--- src/rtl/ea_pkg.sv ---
package ea_pkg;
   typedef enum logic [2:0] {
      ST_IDLE,
      ST_XREQ,
      ST_XWAIT,
      ST_IREQ,
      ST_IWAIT,
      ST_DONE
   } walk_state_t;
endpackage

--- src/rtl/ea_field_dec.sv ---
module ea_field_dec #(
   parameter int DW        = 16,
   parameter int AW        = 15,
   parameter int DISP_W    = 8,
   parameter bit SIGN_DISP = 1'b1
) (
   input  logic [DW-1:0] word0,
   output logic          is_long,
   output logic [1:0]    sel,
   output logic          indirect,
   output logic [AW-1:0] disp_ext
);
   localparam int FMT_BIT = DW - 6;
   localparam int SEL_HI  = DW - 7;
   localparam int IND_BIT = DW - 9;

   if (DISP_W > AW) begin : g_bad_disp
      $error("ea_field_dec: DISP_W must not exceed AW");
   end
   if (DW < 12) begin : g_bad_dw
      $error("ea_field_dec: DW too small for the field layout");
   end

   assign is_long  = word0[FMT_BIT];
   assign sel      = word0[SEL_HI -: 2];
   assign indirect = word0[IND_BIT];

   if (SIGN_DISP) begin : g_signed
      assign disp_ext = {{(AW-DISP_W){word0[DISP_W-1]}}, word0[DISP_W-1:0]};
   end else begin : g_unsigned
      assign disp_ext = {{(AW-DISP_W){1'b0}}, word0[DISP_W-1:0]};
   end

   logic unused_op;
   assign unused_op = ^{word0[DW-1:FMT_BIT+1]};
endmodule

--- src/rtl/ea_adder.sv ---
module ea_adder #(
   parameter int AW = 15
) (
   input  logic [AW-1:0] op_a,
   input  logic [AW-1:0] op_b,
   output logic [AW-1:0] sum
);
   if (AW < 2) begin : g_bad_aw
      $error("ea_adder: AW too small");
   end
   assign sum = op_a + op_b;
endmodule

--- src/rtl/ea_seq.sv ---
module ea_seq
   import ea_pkg::*;
#(
   parameter int AW      = 15,
   parameter int XR_BASE = 0
) (
   input  logic          clk,
   input  logic          rst_n,
   input  logic          start,
   input  logic          is_long,
   input  logic [1:0]    sel,
   input  logic          indirect,
   input  logic [AW-1:0] disp_ext,
   input  logic [AW-1:0] word1_addr,
   input  logic [AW-1:0] base_addr,
   input  logic          mem_gnt,
   input  logic          mem_rvalid,
   input  logic [AW-1:0] rdata_addr,
   input  logic [AW-1:0] sum,
   output logic [AW-1:0] add_a,
   output logic [AW-1:0] add_b,
   output logic          mem_req,
   output logic [AW-1:0] mem_addr,
   output logic          busy,
   output logic          ea_done,
   output logic [AW-1:0] ea_addr
);
   localparam logic [AW-1:0] XR_OFS = AW'(XR_BASE);

   walk_state_t   state_q;
   logic [AW-1:0] off_q;
   logic [AW-1:0] acc_q;
   logic          chain_q;
   logic [AW-1:0] off_now;

   assign off_now = is_long ? word1_addr : disp_ext;
   assign add_a   = (state_q == ST_IDLE) ? base_addr : rdata_addr;
   assign add_b   = (state_q == ST_IDLE) ? off_now   : off_q;

   always_ff @(posedge clk or negedge rst_n) begin
      if (!rst_n) begin
         state_q <= ST_IDLE;
         off_q   <= '0;
         acc_q   <= '0;
         chain_q <= 1'b0;
      end else begin
         unique case (state_q)
            ST_IDLE: if (start) begin
               off_q   <= off_now;
               chain_q <= is_long & indirect;
               if (sel != 2'd0) begin
                  acc_q   <= XR_OFS + AW'(sel);
                  state_q <= ST_XREQ;
               end else if (is_long && indirect) begin
                  acc_q   <= word1_addr;
                  state_q <= ST_IREQ;
               end else begin
                  acc_q   <= is_long ? word1_addr : sum;
                  state_q <= ST_DONE;
               end
            end
            ST_XREQ:  if (mem_gnt) state_q <= ST_XWAIT;
            ST_XWAIT: if (mem_rvalid) begin
               acc_q   <= sum;
               state_q <= chain_q ? ST_IREQ : ST_DONE;
            end
            ST_IREQ:  if (mem_gnt) state_q <= ST_IWAIT;
            ST_IWAIT: if (mem_rvalid) begin
               acc_q   <= rdata_addr;
               state_q <= ST_DONE;
            end
            ST_DONE:  state_q <= ST_IDLE;
            default:  state_q <= ST_IDLE;
         endcase
      end
   end

   assign mem_req  = (state_q == ST_XREQ) || (state_q == ST_IREQ);
   assign mem_addr = acc_q;
   assign busy     = (state_q != ST_IDLE);
   assign ea_done  = (state_q == ST_DONE);
   assign ea_addr  = acc_q;

   // request held with a stable address until granted
   a_r9_req_hold: assert property (@(posedge clk) disable iff (!rst_n)
      mem_req && !mem_gnt |=> mem_req && $stable(mem_addr));
   // done is a single-cycle pulse
   a_r9_done_pulse: assert property (@(posedge clk) disable iff (!rst_n)
      ea_done |=> !ea_done);
   // no request while the result is presented
   a_r9_req_not_done: assert property (@(posedge clk) disable iff (!rst_n)
      mem_req |-> !ea_done);
   // busy only ever rises from an accepted start
   a_r10_busy_from_start: assert property (@(posedge clk) disable iff (!rst_n)
      $rose(busy) |-> $past(start));
   // direct modes finish one cycle after start
   a_r2_direct_fast: assert property (@(posedge clk) disable iff (!rst_n)
      start && !busy && sel == 2'd0 && !(is_long && indirect) |=> ea_done);
   // indexed modes first read an index word
   a_r3_index_first: assert property (@(posedge clk) disable iff (!rst_n)
      start && !busy && sel != 2'd0 |=> mem_req && mem_addr == XR_OFS + AW'($past(sel)));
endmodule

--- src/rtl/ea_gen.sv ---
module ea_gen #(
   parameter int DW        = 16,
   parameter int AW        = 15,
   parameter int DISP_W    = 8,
   parameter int XR_BASE   = 0,
   parameter bit SIGN_DISP = 1'b1
) (
   input  logic          clk,
   input  logic          rst_n,
   input  logic          start,
   input  logic [DW-1:0] ins_w0,
   input  logic [DW-1:0] ins_w1,
   input  logic [AW-1:0] next_addr,
   output logic          busy,
   output logic          mem_req,
   output logic [AW-1:0] mem_addr,
   input  logic          mem_gnt,
   input  logic          mem_rvalid,
   input  logic [DW-1:0] mem_rdata,
   output logic          ea_done,
   output logic [AW-1:0] ea_addr
);
   if (AW >= DW) begin : g_bad_aw
      $error("ea_gen: AW must be narrower than DW");
   end
   if (XR_BASE + 3 >= (1 << AW)) begin : g_bad_base
      $error("ea_gen: index words must fit in the address space");
   end

   logic          is_long, indirect;
   logic [1:0]    sel;
   logic [AW-1:0] disp_ext, add_a, add_b, sum;

   ea_field_dec #(.DW(DW), .AW(AW), .DISP_W(DISP_W), .SIGN_DISP(SIGN_DISP)) u_dec (
      .word0(ins_w0), .is_long(is_long), .sel(sel),
      .indirect(indirect), .disp_ext(disp_ext)
   );

   ea_adder #(.AW(AW)) u_add (.op_a(add_a), .op_b(add_b), .sum(sum));

   ea_seq #(.AW(AW), .XR_BASE(XR_BASE)) u_seq (
      .clk(clk), .rst_n(rst_n), .start(start),
      .is_long(is_long), .sel(sel), .indirect(indirect), .disp_ext(disp_ext),
      .word1_addr(ins_w1[AW-1:0]), .base_addr(next_addr),
      .mem_gnt(mem_gnt), .mem_rvalid(mem_rvalid), .rdata_addr(mem_rdata[AW-1:0]),
      .sum(sum), .add_a(add_a), .add_b(add_b),
      .mem_req(mem_req), .mem_addr(mem_addr), .busy(busy),
      .ea_done(ea_done), .ea_addr(ea_addr)
   );

   logic unused_hi;
   assign unused_hi = ^{ins_w1[DW-1:AW], mem_rdata[DW-1:AW]};
endmodule

--- config.mk ---
export PLATFORM = sky130hd
export DESIGN_NAME = ea_gen
export DESIGN_NICKNAME = d
export VERILOG_FILES = /design/src/rtl/ea_pkg.sv /design/src/rtl/ea_field_dec.sv /design/src/rtl/ea_adder.sv /design/src/rtl/ea_seq.sv /design/src/rtl/ea_gen.sv
export SDC_FILE = /design/constraint.sdc
export NUM_CORES = 1
export LEC_CHECK = 0
export ABC_AREA = 1
export BUFFER_PORTS_ARGS = -buffer_cell sky130_fd_sc_hd__buf_2
export CELL_PAD_IN_SITES_DETAIL_PLACEMENT = 0
export CELL_PAD_IN_SITES_GLOBAL_PLACEMENT = 1
export CORE_MARGIN = 1
export CORE_UTILIZATION = 38
export DETAILED_ROUTE_END_ITERATION = 16
export PLACE_DENSITY_LB_ADDON = 0.08
export SLEW_MARGIN = 20
export SYNTH_ARGS = -nofsm -noshare
export SYNTH_HDL_FRONTEND = slang
export SYNTH_SLANG_ARGS = --single-unit
--- constraint.sdc ---
create_clock -name clk -period 6.2 [get_ports clk]
set_input_delay 0 -clock clk [delete_from_list [all_inputs] [get_ports clk]]
set_output_delay 0 -clock clk [all_outputs]
set_load 0.1 [all_outputs]
==> results.txt, run 1 <==
Tot GR Track Use: 22.4%
Sequential fraction of the synthesis area: 25.3%
Critical Path Max Stage Delay: 0.53 ns
Status: completed
Post-DP HPWL: 7470 um
Min Tclk post-route: 3.72 ns
Post-synth top area share: 25.3%
Max-slew headroom: 42.8%
Reg clk slew, reported paths: 0.08 ns
Final RePlAce weighted congestion: 0.899
Hold slack: 0.0210 ns
Initial antenna violation count: 0
Boundary pin count: 101
CP max-delay cell: nand2_1
WL final: 10000 um
Required time of the critical path: 6.43 ns
Post-route cell area: 0.00386 mm2
Count of non-filler cells in the finished layout: 730
Crit start category: flip-flop
Grt ovf: 0
Placed Cells: 721
CP top delay family: simple AND/OR/NAND/NOR gates
Core ar.: 0.00838 mm2
Yosys Warn Count: 0
RSZ-0062 raised after global routing: false
Crit Path Category: flip-flop to flip-flop
EDFF count, synth: 0
F_max: 269 MHz
Post-synth net total: 638
Met1 Wirelength: 4830 um
CTS root buffer: clkbuf_8
Final setup skew: 0.00765 ns
Routed vias: 3536
Final setup viols: 0
Final nets: 707
Avg Cell Area, Syn: 6.05 um2
Fin. Hold Viols: 0
Hold/Removal Path Class: input port to flip-flop
DRT iter0 DRCs: 156
Largest net degree at the start of global routing: 37
CTS buffer count: 5
Setup TNS: 0 ns
Die width: 96.0 um
CTS Sinks: 34
Synth top area cells: dfrtp_1, nand2_1, inv_1
Vias in the first global route: 3303
Routed vias/inst: 4.84
Slew Viols, Final: 0
DR DRC count: 0
H-tree depth: 2
Clock Latency Late Sink: 0.29 ns
Final period utilization: 60.0%
Antenna diode count: 0
Critical Path Most Common Cell: nand2_1
Crit path arrival time: 3.94 ns
Worst Path Buf+Inv: 3
FP Rows: 33
Die area: 0.00921 mm2
Worst path cell trace: nor2_1, nand2_1, inv_1, buf_4, o21ai_0, ha_1, nand2_1, inv_1, nand2_1, nand3_1, nand2_1, nand2_1, nand2_1, nand2_1, nand2_1, nand2_1, a21oi_2
Dpl cell area: 0.00376 mm2
Port Buffers: 93
Layout cells sized above 1: 19.2%
Leading area contributor after synthesis: dfrtp_1
Wire per inst: 13.7 um
Main synth FF type: dfrtp_1
Cells after synthesis: 555
Die Height: 96.0 um
Post_cts resized: 0
Slew @ Worst Pin: 0.856 ns
DR top layer: met4
First-pass GRT wire length: 15700 um
Area growth syn-to-layout: 15.1%
WL met3: 543 um
Syn Std Cell Area: 0.00336 mm2
First-pass DRT Iterations: 5
Max Cap Violations: 0
#FFs+latches synth: 34
Ys async rst share: 100%
Met2 WL: 4540 um
Max clock buf depth: 2
Crit. End Element: flip-flop
CP Max Fanout: 36
ANT nets after route: 0
Starting Density: 40.1%
CTS tree: done
Post-synth cell types: 38
-- cells in the mapped netlist (2+ instances only) --
| cell type | instances |
|---|---|
| xor2_1 | 5 |
| or2_2 | 2 |
| clkbuf_1 | 11 |
| nand3_1 | 28 |
| a41oi_1 | 2 |
| o21a_1 | 9 |
| buf_4 | 16 |
| a21oi_2 | 9 |
| nor3_1 | 4 |
| buf_6 | 2 |
| ha_1 | 14 |
| inv_1 | 80 |
| nand2_1 | 168 |
| buf_2 | 4 |
| a21oi_1 | 14 |
| nor2_1 | 77 |
| nand4_1 | 4 |
| o21ai_0 | 51 |
| nor2_4 | 3 |
| dfrtp_1 | 34 |
-- cell usage in the layout, fill, tap and decap left out, types with 4 or more instances in the layout --
cell and count:
clkbuf_8 6, xor2_1 5, o21a_1 9, a21oi_1 14
a21oi_2 9, dfrtp_1 34, o21ai_0 51, nor3_1 4
buf_2 93, nand2_1 168, nand3_1 28, nand4_1 4
inv_1 80, nor2_1 77, ha_1 14
-- kinds of logic after synthesis --
family / synth area share (%)
XOR/XNOR: 1.57
adder cells (fa/ha/maj): 5.81
AO/OA/AOI/OAI: 17.0
AND/OR/NAND/NOR: 35.1
flip-flops: 25.3
buffers and inverters: 15.2
-- worst paths after layout --
kind,from,endpoint,slack (ns),cells after the start
worst min register to register,u_seq.off_q[11],u_seq.off_q[11],0.50,2
max in group asynchronous,rst_n,u_seq.ea_addr[10],5.30,2
worst max register to register,u_seq.state_q[1],u_seq.ea_addr[14],2.48,17
min in group asynchronous,rst_n,u_seq.off_q[1],0.35,2
worst max-delay path,u_seq.state_q[1],u_seq.ea_addr[14],2.48,17
worst min-delay path,mem_rdata[3],u_seq.ea_addr[3],0.02,3
-- metrics by stage --
step / util (%) / worst slack, ns
floorplan: - / 3.06
global placement: 44.9 / 2.55
detailed placement: 44.9 / 2.57
CTS: 46.1 / 2.52
global route: 46.1 / 2.17
finish: 46.1 / 2.48
-- area by class of cell --
cell class	instances	area [um2]
clock buffers	7	86.3
repair buffers	96	490
clock inverters	1	5.00
flip-flops and latches	34	851
multi-input cells	406	1990
fillers	911	4520
well taps	105	131
inverters	81	304
-- worst register-to-register path: cells and delay by family, from the launching register on --
kind,cells,cell delay (ns)
simple gates,11,1.59
flops,1,0.43
fa+ha+maj,1,0.39
compound gates,2,0.34
buf+inv,3,0.91
-- flip-flops by register name (all words and copies together), names as in the netlist --
signal,cells
u_seq.chain_q,1
u_seq.state_q,3
u_seq.ea_addr,15
u_seq.off_q,15
-- what timing repair did --
item,4_1_cts,5_1_grt
setup buffers,0,0
hold endpoints to repair,34,0
hold buffers,1,0
-- metal layers --
| layer | vias to the layer above | GRT usage [%] |
|---|---|---|
| li1 | 1868 | - |
| met1 | 1557 | 30.1 |
| met2 | 103 | 38.2 |
| met3 | 8 | 2.76 |
| met4 | 0 | 5.35 |
| met5 | - | 0 |
Power of run 1 is not shown: default switching activity piles up to over one toggle a cycle in this logic, so the estimate is an artifact.
==> run 2, diff against run 1 <==
CORE_UTILIZATION = 35   (was 38)
clock period = 3.5 ns   (was 6.2 ns; I/O delays follow)
==> run 2 against run 1 <==
Compared with the run above: global-route usage is 0.11 points higher; fmax grew 33%; sequential cell count stayed put; non-clock buffer count up 7; critical endpoint unchanged; clock-buffer cell count did not move; hold slack lost 0.019 ns; critical path depth grew 1; final area grew 2.1%.
==> results.txt, run 2 (same netlist as run 1, synthesis figures left out) <==
Status: completed
DR top layer: met4
F_max: 359 MHz
Fin util: 42.5%
Boundary pin count: 101
Slew Viols, Final: 0
Final nets: 714
Tot GR Track Use: 22.5%
WL final: 10600 um
Hold slack: 0.00198 ns
RSZ-0062 raised after global routing: false
CP Max Fanout: 22
Clock Latency Late Sink: 0.30 ns
Grt ovf: 0
H-tree depth: 2
Critical Path Max Stage Delay: 0.40 ns
Final RePlAce weighted congestion: 0.842
Final period utilization: 79.7%
FP Rows: 35
Crit. End Element: flip-flop
CP max-delay cell: dfrtp_1
Starting Density: 36.2%
Largest net degree at the start of global routing: 35
Most frequent cells in the layout: nand2_1, buf_2, inv_1
Wire per inst: 14.0 um
Post-DP HPWL: 8110 um
DR DRC count: 0
Initial antenna violation count: 0
Setup TNS: 0 ns
Met2 WL: 4910 um
Port Buffers: 93
Routed vias: 3617
CTS root buffer: clkbuf_8
Hold/Removal Path Class: input port to flip-flop
Vias in the first global route: 3519
Met1 Wirelength: 5210 um
Post-route cell area: 0.00395 mm2
Core ar.: 0.00928 mm2
Critical Path Most Common Cell: nand2_1
Area growth syn-to-layout: 17.5%
CTS buffer count: 5
CTS Sinks: 34
Die area: 0.00999 mm2
First-pass GRT wire length: 17600 um
Required time of the critical path: 3.69 ns
Final setup skew: 0.0111 ns
Max Cap Violations: 0
Die Height: 99.9 um
ANT nets after route: 0
Die width: 99.9 um
Crit start category: flip-flop
Crit path arrival time: 2.98 ns
Final setup viols: 0
CTS tree: done
Dpl cell area: 0.00384 mm2
Routed vias/inst: 4.75
Reg clk slew, reported paths: 0.08 ns
Slew @ Worst Pin: 0.906 ns
Antenna diode count: 0
Max-slew headroom: 39.6%
Min Tclk post-route: 2.79 ns
WL met3: 442 um
Commonest non-fill, non-tap cell in the layout: nand2_1
Max clock buf depth: 2
Layout cells sized above 1: 20.1%
First-pass DRT Iterations: 4
Crit Path Category: flip-flop to flip-flop
DRT iter0 DRCs: 169
Fin. Hold Viols: 0
Worst path cell trace: inv_1, nand2_1, inv_1, buf_4, o21ai_0, ha_1, inv_1, fa_1, inv_1, nand2_1, nand3_1, nand2_1, nand2_1, nand2_1, nand2_1, nand2_1, nand2_1, a21oi_2
==> run 2: final timing paths <==
path / to / slack [ns] / startpoint / cells after the start
min in group asynchronous: u_seq.ea_addr[2] / 0.37 / rst_n / 2
hold reg to reg: u_seq.off_q[9] / 0.50 / u_seq.off_q[9] / 2
setup / recovery: u_seq.ea_addr[14] / 0.71 / u_seq.state_q[2] / 18
hold / removal: u_seq.ea_addr[1] / 0.002 / mem_rdata[1] / 3
max in group asynchronous: u_seq.off_q[9] / 2.56 / rst_n / 2
setup reg to reg: u_seq.ea_addr[14] / 0.71 / u_seq.state_q[2] / 18
==> run 2: metal layers <==
| metal | vias up | GRT usage [%] |
|---|---|---|
| met5 | - | 0 |
| met4 | 0 | 3.73 |
| met3 | 7 | 2.44 |
| met2 | 75 | 38.0 |
| met1 | 1653 | 31.5 |
| li1 | 1882 | - |
==> run 2: area by class of cell <==
class	instances	area (um2)
fillers	1075	5340
multi-input cells	406	1990
clock buffers	7	86.3
flip-flops and latches	34	851
clock inverters	1	5.00
repair buffers	103	543
inverters	81	304
well taps	129	161
==> run 2: stage by stage <==
step                cells  setup WS [ns]
finish                761          0.711
global route          761          0.456
floorplan             555          0.358
global placement      752          0.777
detailed placement    752          0.724
CTS                   761          0.697
==> run 2: critical path, delay by kind of cell (launching register included) <==
kind / cells / cell delay [ns]
adders and majority gates: 2 / 0.62
and+or+nand+nor: 9 / 0.86
buffers and inverters: 5 / 0.56
AOI/OAI and AO/OA: 2 / 0.23
DFF: 1 / 0.40
==> run 2: timing repair <==
item                                   CTS  global route
gates resized for setup                  0             0
hold buffers                             1             0
endpoints found under the hold margin   34             0
buffers inserted                         0             0
Power of run 2 is left out for the same reason.
